**src/rtl/rds_buf_pkg.sv**
```systemverilog
package rds_buf_pkg;

    typedef enum logic [1:0] {
        OP_MASTER   = 2'd0,
        OP_SLAVE    = 2'd1,
        OP_STANDBY  = 2'd2,
        OP_RESERVED = 2'd3
    } op_mode_e;

    typedef enum logic [1:0] {
        MX_IDLE = 2'd0,
        MX_HIGH = 2'd1,
        MX_LOW  = 2'd2
    } mx_state_e;

    typedef struct packed {
        logic data;
        logic rel;
    } rds_bit_t;

    function automatic op_mode_e decode_op(input logic test, input logic mode);
        op_mode_e r;
        if (!test && !mode)     r = OP_MASTER;
        else if (!test && mode) r = OP_SLAVE;
        else if (test && !mode) r = OP_STANDBY;
        else                    r = OP_RESERVED;
        return r;
    endfunction

    function automatic logic op_active(input op_mode_e op);
        return (op == OP_MASTER) || (op == OP_SLAVE);
    endfunction

endpackage

```
**src/rtl/rds_bit_fifo.sv**
```systemverilog
module rds_bit_fifo
    import rds_buf_pkg::*;
#(
    parameter int DEPTH = 128,
    localparam int PW = $clog2(DEPTH),
    localparam int CW = PW + 1
) (
    input  logic          clk,
    input  logic          rst,
    input  logic          flush,
    input  logic          wr_en,
    input  rds_bit_t      wr_bit,
    input  logic          rd_en,
    output rds_bit_t      head,
    output logic [CW-1:0] fill,
    output logic          drop
);

    logic [PW-1:0] wr_ptr;
    logic [PW-1:0] rd_ptr;
    logic [CW-1:0] fill_q;
    rds_bit_t      mem [DEPTH];

    logic full;
    logic empty;
    logic do_rd;
    logic ovw;

    function automatic logic [PW-1:0] ptr_next(input logic [PW-1:0] p);
        return (p == PW'(DEPTH - 1)) ? '0 : p + 1'b1;
    endfunction

    assign full  = (fill_q == CW'(DEPTH));
    assign empty = (fill_q == '0);
    assign do_rd = rd_en && !empty;
    assign ovw   = wr_en && full && !do_rd;

    always_ff @(posedge clk) begin
        if (rst || flush) begin
            wr_ptr <= '0;
            rd_ptr <= '0;
            fill_q <= '0;
        end else begin
            if (wr_en) begin
                wr_ptr <= ptr_next(wr_ptr);
            end
            if (do_rd || ovw) begin
                rd_ptr <= ptr_next(rd_ptr);
            end
            if (wr_en && !do_rd && !full) begin
                fill_q <= fill_q + 1'b1;
            end else if (do_rd && !wr_en) begin
                fill_q <= fill_q - 1'b1;
            end
        end
    end

    always_ff @(posedge clk) begin
        if (wr_en) begin
            mem[wr_ptr] <= wr_bit;
        end
    end

    assign head = mem[rd_ptr];
    assign fill = fill_q;
    assign drop = ovw;

endmodule

```
**src/rtl/rds_master_clk.sv**
```systemverilog
module rds_master_clk
    import rds_buf_pkg::*;
#(
    parameter int HALF_CYC = 16,
    localparam int HW = $clog2(HALF_CYC) + 1
) (
    input  logic clk,
    input  logic rst,
    input  logic run,
    input  logic avail,
    output logic pop,
    output logic sclk
);

    localparam logic [HW-1:0] LAST = HW'(HALF_CYC - 1);

    mx_state_e     st;
    logic [HW-1:0] cnt;

    always_comb begin
        pop = run && avail &&
              ((st == MX_IDLE) || ((st == MX_LOW) && (cnt == '0)));
    end

    always_ff @(posedge clk) begin
        if (rst || !run) begin
            st  <= MX_IDLE;
            cnt <= '0;
        end else begin
            case (st)
                MX_IDLE: begin
                    if (pop) begin
                        st  <= MX_HIGH;
                        cnt <= LAST;
                    end
                end
                MX_HIGH: begin
                    if (cnt == '0) begin
                        st  <= MX_LOW;
                        cnt <= LAST;
                    end else begin
                        cnt <= cnt - 1'b1;
                    end
                end
                MX_LOW: begin
                    if (cnt == '0) begin
                        st  <= pop ? MX_HIGH : MX_IDLE;
                        cnt <= LAST;
                    end else begin
                        cnt <= cnt - 1'b1;
                    end
                end
                default: begin
                    st  <= MX_IDLE;
                    cnt <= '0;
                end
            endcase
        end
    end

    assign sclk = (st == MX_HIGH);

endmodule

```
**src/rtl/rds_slave_sync.sv**
```systemverilog
module rds_slave_sync #(
    parameter int STAGES = 2
) (
    input  logic clk,
    input  logic rst,
    input  logic sclk_i,
    output logic fall
);

    logic [STAGES:0] sh;

    always_ff @(posedge clk) begin
        if (rst) begin
            sh <= '0;
        end else begin
            sh <= {sh[STAGES-1:0], sclk_i};
        end
    end

    assign fall = sh[STAGES] && !sh[STAGES-1];

endmodule

```
**src/rtl/rds_bitbuf_top.sv**
```systemverilog
module rds_bitbuf_top
    import rds_buf_pkg::*;
#(
    parameter int DEPTH       = 128,
    parameter int HALF_CYC    = 16,
    parameter int SYNC_STAGES = 2,
    parameter int DROP_W      = 8,
    localparam int CW = $clog2(DEPTH) + 1
) (
    input  logic              clk,
    input  logic              rst,
    input  logic              test_i,
    input  logic              mode_i,
    input  logic              ch_rst,
    input  logic              sig_det,
    input  logic              bit_vld,
    input  logic              bit_val,
    input  logic              bit_rel,
    input  logic              sclk_i,
    output logic              sclk_o,
    output logic              sclk_oe,
    output logic              sdata_o,
    output logic              stat_o,
    output logic [DROP_W-1:0] drop_cnt
);

    op_mode_e          op;
    logic              armed_q;
    logic              wr_en;
    logic              flush;
    logic              ready;
    logic              m_run;
    logic              m_pop;
    logic              m_sclk;
    logic              s_fall;
    logic              s_pop;
    logic              drop;
    logic [CW-1:0]     fill;
    rds_bit_t          head;
    rds_bit_t          in_bit;
    rds_bit_t          m_cur;
    logic [DROP_W-1:0] drop_q;

    assign op = decode_op(test_i, mode_i);

    always_ff @(posedge clk) begin
        if (rst || ch_rst) begin
            armed_q <= 1'b0;
        end else if (sig_det) begin
            armed_q <= 1'b1;
        end
    end

    assign in_bit = '{data: bit_val, rel: bit_rel};
    assign wr_en  = bit_vld && (armed_q || sig_det) && op_active(op) && !ch_rst;
    assign flush  = ch_rst && (op == OP_SLAVE);
    assign ready  = armed_q && (fill != '0);
    assign m_run  = (op == OP_MASTER) && armed_q;
    assign s_pop  = (op == OP_SLAVE) && s_fall && ready;

    rds_bit_fifo #(.DEPTH(DEPTH)) i_fifo (
        .clk    (clk),
        .rst    (rst),
        .flush  (flush),
        .wr_en  (wr_en),
        .wr_bit (in_bit),
        .rd_en  (m_pop || s_pop),
        .head   (head),
        .fill   (fill),
        .drop   (drop)
    );

    rds_master_clk #(.HALF_CYC(HALF_CYC)) i_mclk (
        .clk   (clk),
        .rst   (rst),
        .run   (m_run),
        .avail (fill != '0),
        .pop   (m_pop),
        .sclk  (m_sclk)
    );

    rds_slave_sync #(.STAGES(SYNC_STAGES)) i_ssync (
        .clk    (clk),
        .rst    (rst),
        .sclk_i (sclk_i),
        .fall   (s_fall)
    );

    always_ff @(posedge clk) begin
        if (rst) begin
            m_cur <= '0;
        end else if (m_pop) begin
            m_cur <= head;
        end
    end

    always_ff @(posedge clk) begin
        if (rst) begin
            drop_q <= '0;
        end else if (drop && (drop_q != {DROP_W{1'b1}})) begin
            drop_q <= drop_q + 1'b1;
        end
    end

    always_comb begin
        sclk_o  = 1'b0;
        sclk_oe = 1'b0;
        sdata_o = 1'b0;
        stat_o  = 1'b0;
        case (op)
            OP_MASTER: begin
                sclk_oe = 1'b1;
                if (!armed_q) begin
                    sclk_o  = 1'b1;
                    sdata_o = 1'b1;
                end else begin
                    sclk_o  = m_sclk;
                    sdata_o = m_cur.data;
                    stat_o  = m_cur.rel;
                end
            end
            OP_SLAVE: begin
                stat_o  = ready;
                sdata_o = ready && head.data;
            end
            default: begin
                sclk_o = 1'b0;
            end
        endcase
    end

    assign drop_cnt = drop_q;

endmodule

```
**config.mk**
```make
export PLATFORM = sky130hd
export DESIGN_NAME = rds_bitbuf_top
export DESIGN_NICKNAME = d
export VERILOG_FILES = /design/src/rtl/rds_buf_pkg.sv /design/src/rtl/rds_bit_fifo.sv /design/src/rtl/rds_master_clk.sv /design/src/rtl/rds_slave_sync.sv /design/src/rtl/rds_bitbuf_top.sv
export SDC_FILE = /design/constraint.sdc
export NUM_CORES = 1
export LEC_CHECK = 0
export BUFFER_PORTS_ARGS = -buffer_cell sky130_fd_sc_hd__buf_2
export CAP_MARGIN = 20
export CORE_MARGIN = 3
export CORE_UTILIZATION = 40
export DETAILED_ROUTE_END_ITERATION = 16
export PLACE_DENSITY = 0.66
export REMOVE_ABC_BUFFERS = 1
export SYNTH_ARGS = -nofsm -noshare
export SYNTH_HDL_FRONTEND = slang
export SYNTH_SLANG_ARGS = --single-unit
```
**constraint.sdc**
```tcl
create_clock -name clk -period 2.9 [get_ports clk]
set_input_delay 0.435 -clock clk [delete_from_list [all_inputs] [get_ports clk]]
set_output_delay 0.435 -clock clk [all_outputs]
set_load 0.005 [all_outputs]
```
======== Word-level counts from Yosys, hierarchy flattened ========
Memories as Yosys holds them, arrays and structs flattened. A register that Yosys moved wholly into a read port is not among the register bits.
Cells that the tools add are included.
storage, ports and cells
  input bits .............................. 10
  word-level logic and storage cells ...... 101
  memories ................................ 1
  output and inout bits ................... 12
  bits in registers ....................... 43
  bits in writable memories ............... 256
cells by class
  add/subtract/negate cells ............... 6
  mux-type cells .......................... 26
  reduce and logical (&&, ||, !) cells .... 48
  eq/ne operators ......................... 10
memories
  memory      words  bits a word  rd ports  clocked after Yosys merged registers in  write ports  line                RTL
  i_fifo.mem  128    2            1         1                                        1            rds_bit_fifo.sv:22  rds_bit_t mem [DEPTH];
operators by type and width
  cell                   count
  $mux W7                4
  $logic_and A1 B1 Y1    23
  $add A8 B1 Y8 const B  2
  $mux W8                2
  $add A7 B1 Y7 const B  2
  $eq A7 B7 Y1 const B   2
  $mux W2                5
  $mux W5                2
  $pmux W5 S2            1
  $logic_not A1 Y1       9
  $mux W1                9
  $eq A8 B8 Y1 const B   1
  $logic_not A8 Y1       1
  $logic_or A1 B1 Y1     8
  $ne A8 B8 Y1 const B   1
  $reduce_bool A8 Y1     1
  $sub A8 B1 Y8 const B  1
  $pmux W2 S3            1
  $logic_not A5 Y1       1
  $sub A5 B1 Y5 const B  1
  $eq A2 B1 Y1 const B   2
  $logic_not A2 Y1       2
  $ne A2 B1 Y1 const B   2
  $pmux W1 S2            2
  5 further kinds        5

======== Depth between registers and ports, before layout ========
  depth in word-level cells ............... 16
  mapped depth ............................ 12

======== By module ========
Synthesis repeated with hierarchy kept, for this count alone.
unflattened totals
  cells, all modules ...................... 938
  area total of the unflattened synthesis .. 13,186.4 um2
by module, submodules not included
  module          times used  cells each  area an instance (um2)  sequential area each (um2)
  rds_bit_fifo    1           800         11,984.0                8,267.9
  rds_bitbuf_top  1           69          618.1                   220.2
  rds_master_clk  1           62          496.7                   140.1
  rds_slave_sync  1           7           87.6                    60.1

======== Worst setup path before layout ========
Ideal clock, no wire load.
  path kind ............................... register to register
  from .................................... register i_fifo.fill_q[3], in the netlist i_fifo.fill[3]
  to ...................................... register i_fifo.fill_q[6], in the netlist i_fifo.fill[6]
  stages on the path, launching flop included .. 12
  path buffers ............................ 1
  required time ........................... 2,784 ps
  data arrival time ....................... 2,994 ps
  setup slack ............................. -211 ps
  clock period less this slack ............ 3,111 ps
  cells stage by stage .................... dfxtp_1 > or4_1 > buf_2 > o311ai_2 > o2111ai_1 > fa_1 > a21o_1 > a21oi_1 > o21bai_1 > a21oi_1 > xnor2_1 > a31o_2
on the way
  word-level cells in the longest chain between the ends .. 9
  elaborated cells between the ends (all ways) .. 20
  classes of those cells .................. 2 x add/sub; 1 x eq/ne; 2 x mux; 15 x reduce/logical
RTL lines
  what                                                   line                RTL
  start, declared                                        rds_bit_fifo.sv:21  logic [CW-1:0] fill_q;
  start signal, assigned                                 rds_bit_fifo.sv:51  fill_q <= fill_q + 1'b1;
  start signal, assigned                                 rds_bit_fifo.sv:53  fill_q <= fill_q - 1'b1;
  branches (longest 9 deep; another with $sub A8 B1 Y8)  n/a
Several ways; the timed one is not identified. The select of a mux whose other input is x is not followed.
A chain may end at the register's enable or synchronous reset.

==> summary.txt <==
Setup path
  • Worst-path fanout max: 7
  • FF-to-FF End: i_fifo.fill[6]
  • Critical path required time: 2.47 ns
  • CP delay by family, top: simple AND/OR/NAND/NOR gates
  • Worst setup EP type: primary output
  • CP max-delay cell: dfxtp_1
  • WP depth: 8
  • Crit path buffers/inverters: 2
  • R2r setup slk: 0.01 ns
  • Worst EP arrival: 2.80 ns
  • CP Class: flop to primary output
  • Worst r2r src: i_fifo.fill[3]
  • Cell Chain, Critical Path: nor2b_1, a22oi_1, nand3_1, a211oi_2, buf_4, nor4_4, a22o_1, buf_2
  • CP max stage delay: 0.53 ns
  • FF-to-FF path depth: 11
  • CP Capture Point: sdata_o
  • Crit path launch type: flop

Layout
  • Antenna cells: 0
  • Area grow syn2layout: 19.5%
  • Layout Utilization: 49.1%
  • Filler cell count: 2,649
  • Layout cells sized above 1: 26.9%
  • Nets: 1,045
  • Multi-input combinational cell area: 4380 µm²
  • Storage cell area: 8700 µm²
  • Final Cell Area: 15,700 µm²

Global route
  • Global-route wire length before repair: 47.2 mm
  • Antenna violations before repair: 0
  • GR Util met3: 3.05%
  • GR Overflow Total: 0
  • Total GRT Usage: 17.0%
  • Grt peak-use layer: met2
  • Met2 usage: 28.4%
  • Met1 global-route usage: 22.9%
  • Number of global-route vias before repair: 8,349
  • Pin count of the biggest net entering global routing: 68

Power and ir drop
  • Logic pwr share: 3.4%
  • Total power per unit cell area: 594 nW/µm²
  • LEAKAGE: 5.07 nW
  • Sw Share: 19.7%
  • Internal cell power: 7.48 mW
  • Part of the power in the clock network: 45.4%
  • Net Switching: 1.83 mW
  • Peak VDD IR: 0.413 mV
  • Sequential power share: 51.2%

STA
  • Max_slew headroom: 51.4%
  • Slew Viols, Final: 0
  • Clock skew after layout: 0.0227 ns
  • Final worst setup slack: -0.331 ns
  • RSZ-0062 raised after global routing: yes
  • FMAX: 0.309 GHz
  • Hold Vio Cnt, Final: 0
  • Worst-Margin Slew: 0.730 ns
  • Final setup violation count: 1
  • Minimum clock period: 3.23 ns
  • Fin crit share: 111%

Placement
  • Hpwl dp: 19.1 mm
  • Area after DPL: 14,300 µm²
  • Final Wtd Congestion: 0.822
  • Port Buffers: 21

Synthesis
  • Post-Syn Area: 13,100 µm²
  • Mean cell area of the mapped netlist: 14.3 µm²
  • Unique masters post-synth: 63
  • Main synth FF type: edfxtp_1
  • Number of synthesized register bits: 306
  • Syn Inst Count: 921
  • Post-synth EDFFs: 256
  • Async S/R FF share, synth: 0%
  • Register area share after synthesis: 66.2%
  • Yosys warning count: 0

Route
  • Routed wire length: 30.1 mm
  • Drt first pass iters: 7
  • Initial drt markers: 839
  • Drc violations: 0
  • DR vias: 8,132
  • Post-route ant nets: 0
  • Vias per inst: 5.50
  • Wire per inst: 20.4 µm

Status
  • Outcome: finished with violations
  • Failing checks: setup timing

Clocking
  • Htree depth: 1
  • Clk pin slew, worst setup/hold paths: 0.06 ns
  • CTS sink cnt: 306
  • Clock Path Buffers: 3
  • Clk_lat worst skew: 0.56 ns
  • CTS root buffer: clkbuf_16
  • CTS tree: done
  • Num CTS Buffers: 30
  • Hold buffers post-CTS: 0

Floorplanning
  • Die X: 187 µm
  • Die area: 35,000 µm²
  • IO Count: 22
  • Die Span Y: 187 µm
  • Core Area: 32,000 µm²
  • Num rows: 65
  • Initial Util: 41.1%

Hold path
  • Worst hold path type: input pin to flop

Run
  • Max cap viols: 0
## layer usage
metal	wire length [µm]	part of all wire, %	vias to the layer above
met2	14800	49	229
met5	0	0	-
met4	720	2.4	0
met1	12800	43	4132
li1	-	-	3717
met3	1800	6.0	54
## logic make-up after synthesis
logic type               count (synthesis)  share of synthesized area, %
adder cells (fa/ha/maj)                 16                          1.58
multiplexers                            89                          12.2
AND/OR/NAND/NOR                        331                          11.5
XOR/XNOR                                14                         0.934
buffers and inverters                   58                          1.79
AO/OA/AOI/OAI                          107                          5.77
flip-flops                             306                          66.2
## registers in the layout (all words and copies together), names as in the netlist, named ones only
signal         flops
drop_cnt           8
i_mclk.st          2
i_fifo.mem       256
m_cur              2
i_fifo.rd_ptr      7
i_mclk.cnt         5
i_fifo.wr_ptr      7
i_ssync.sh         3
armed_q            1
i_fifo.fill        8
## power by group through the flow
stage / clock (mW) / sequential (mW) / combinational (mW)
CTS: 4.29 / 4.77 / 0.290
floorplan: 0 / 4.87 / 0.125
global placement: 0 / 4.87 / 0.268
finish: 4.23 / 4.77 / 0.314
global route: 4.48 / 4.77 / 0.344
detailed placement: 0 / 4.87 / 0.273
## layout by cell type, fill, tap and decap left out, types with 5 or more instances in the layout
master	n
buf_4	78
nor2b_1	27
nand2_1	42
a22oi_1	9
dfxtp_1	46
a21oi_2	5
inv_1	12
ha_1	11
a21oi_1	22
edfxtp_1	256
nand4_1	11
mux4_2	55
nor3_1	8
nor2_1	176
buf_2	19
xor2_1	8
a22o_1	5
xnor2_1	6
o21ai_0	17
buf_12	8
mux2_2	21
buf_6	5
clkbuf_16	30
a211oi_1	7
nand3_1	28
mux2i_1	12
clkinv_2	10
bufinv_16	7
## cells in the mapped netlist (3+ instances only)
library cell,instances,share of area [%]
a211oi_1,9,0.51
a21o_1,3,0.17
a21oi_1,27,1.0
a222oi_1,4,0.30
a22o_1,5,0.33
a22oi_1,10,0.57
and3_1,4,0.19
and3b_1,3,0.20
buf_1,3,0.086
buf_2,8,0.30
clkbuf_1,34,0.97
dfxtp_1,50,7.6
edfxtp_1,256,59
ha_1,15,1.4
inv_1,12,0.34
mux2_2,22,1.9
mux2i_1,12,0.91
mux4_2,55,9.4
nand2_1,43,1.2
nand2b_1,4,0.19
nand3_1,28,1.1
nand4_1,11,0.52
nor2_1,177,5.1
nor2b_1,27,1.3
nor3_1,9,0.34
nor3b_1,3,0.17
o211ai_1,4,0.23
o21ai_0,19,0.72
o21bai_1,3,0.17
or3_1,5,0.24
or4_1,4,0.23
xnor2_1,6,0.40
xor2_1,8,0.53
## final cells by class
class                      instances  area share, %
inverter                          12          0.287
multi-input combinational        557           27.9
clock buffer                      34           5.07
timing repair buffer             112           5.91
sequential                       306           55.4
clock inverter                    22           1.88
tap                              435           3.47
## per-stage QoR
step / setup TNS (ns) / hold WS, ns / instances / power (mW) / setup WS, ns
after global routing: -0.623 / 0.103 / 1478 / 9.59 / -0.418
final: -0.331 / 0.102 / 1478 / 9.32 / -0.331
after CTS: -0.327 / 0.0832 / 1475 / 9.35 / -0.327
after global placement: -0.501 / 0.426 / 1408 / 5.13 / -0.214
after detailed placement: -0.688 / 0.429 / 1408 / 5.14 / -0.242
after floorplan: -4.50 / 0.414 / 875 / 5.00 / -1.53
## what timing repair did
item                                   4_1_cts  5_1_grt
resized for setup                           28       17
setup buffers                               12        3
endpoints found under the hold margin        0        0
pin swaps                                   20       12
setup endpoints to repair                    4        4
## worst reg2reg max path, stage by stage (launching register included)
cell and delay, ns:
dfxtp_2 0.32, or4_4 0.59, o311ai_4 0.32, o2111ai_2 0.17, buf_6 0.18, fa_2 0.35, a21o_1 0.17, a21oi_2 0.14
o21bai_1 0.09, a21oi_2 0.15, xnor2_1 0.07, a31o_2 0.23
## worst min path at each step
stage                     cells after the start          start  slack [ns]       endpoint
final                                         2         sclk_i        0.10  i_ssync.sh[0]
after floorplan                               1  i_ssync.sh[0]        0.41  i_ssync.sh[1]
after detailed placement                      1  i_ssync.sh[0]        0.43  i_ssync.sh[1]
after CTS                                     2         sclk_i        0.08  i_ssync.sh[0]
after global placement                        1  i_ssync.sh[0]        0.43  i_ssync.sh[1]
after global routing                          2         sclk_i        0.10  i_ssync.sh[0]
No activity file was read; power rests on OpenSTA's default activity.
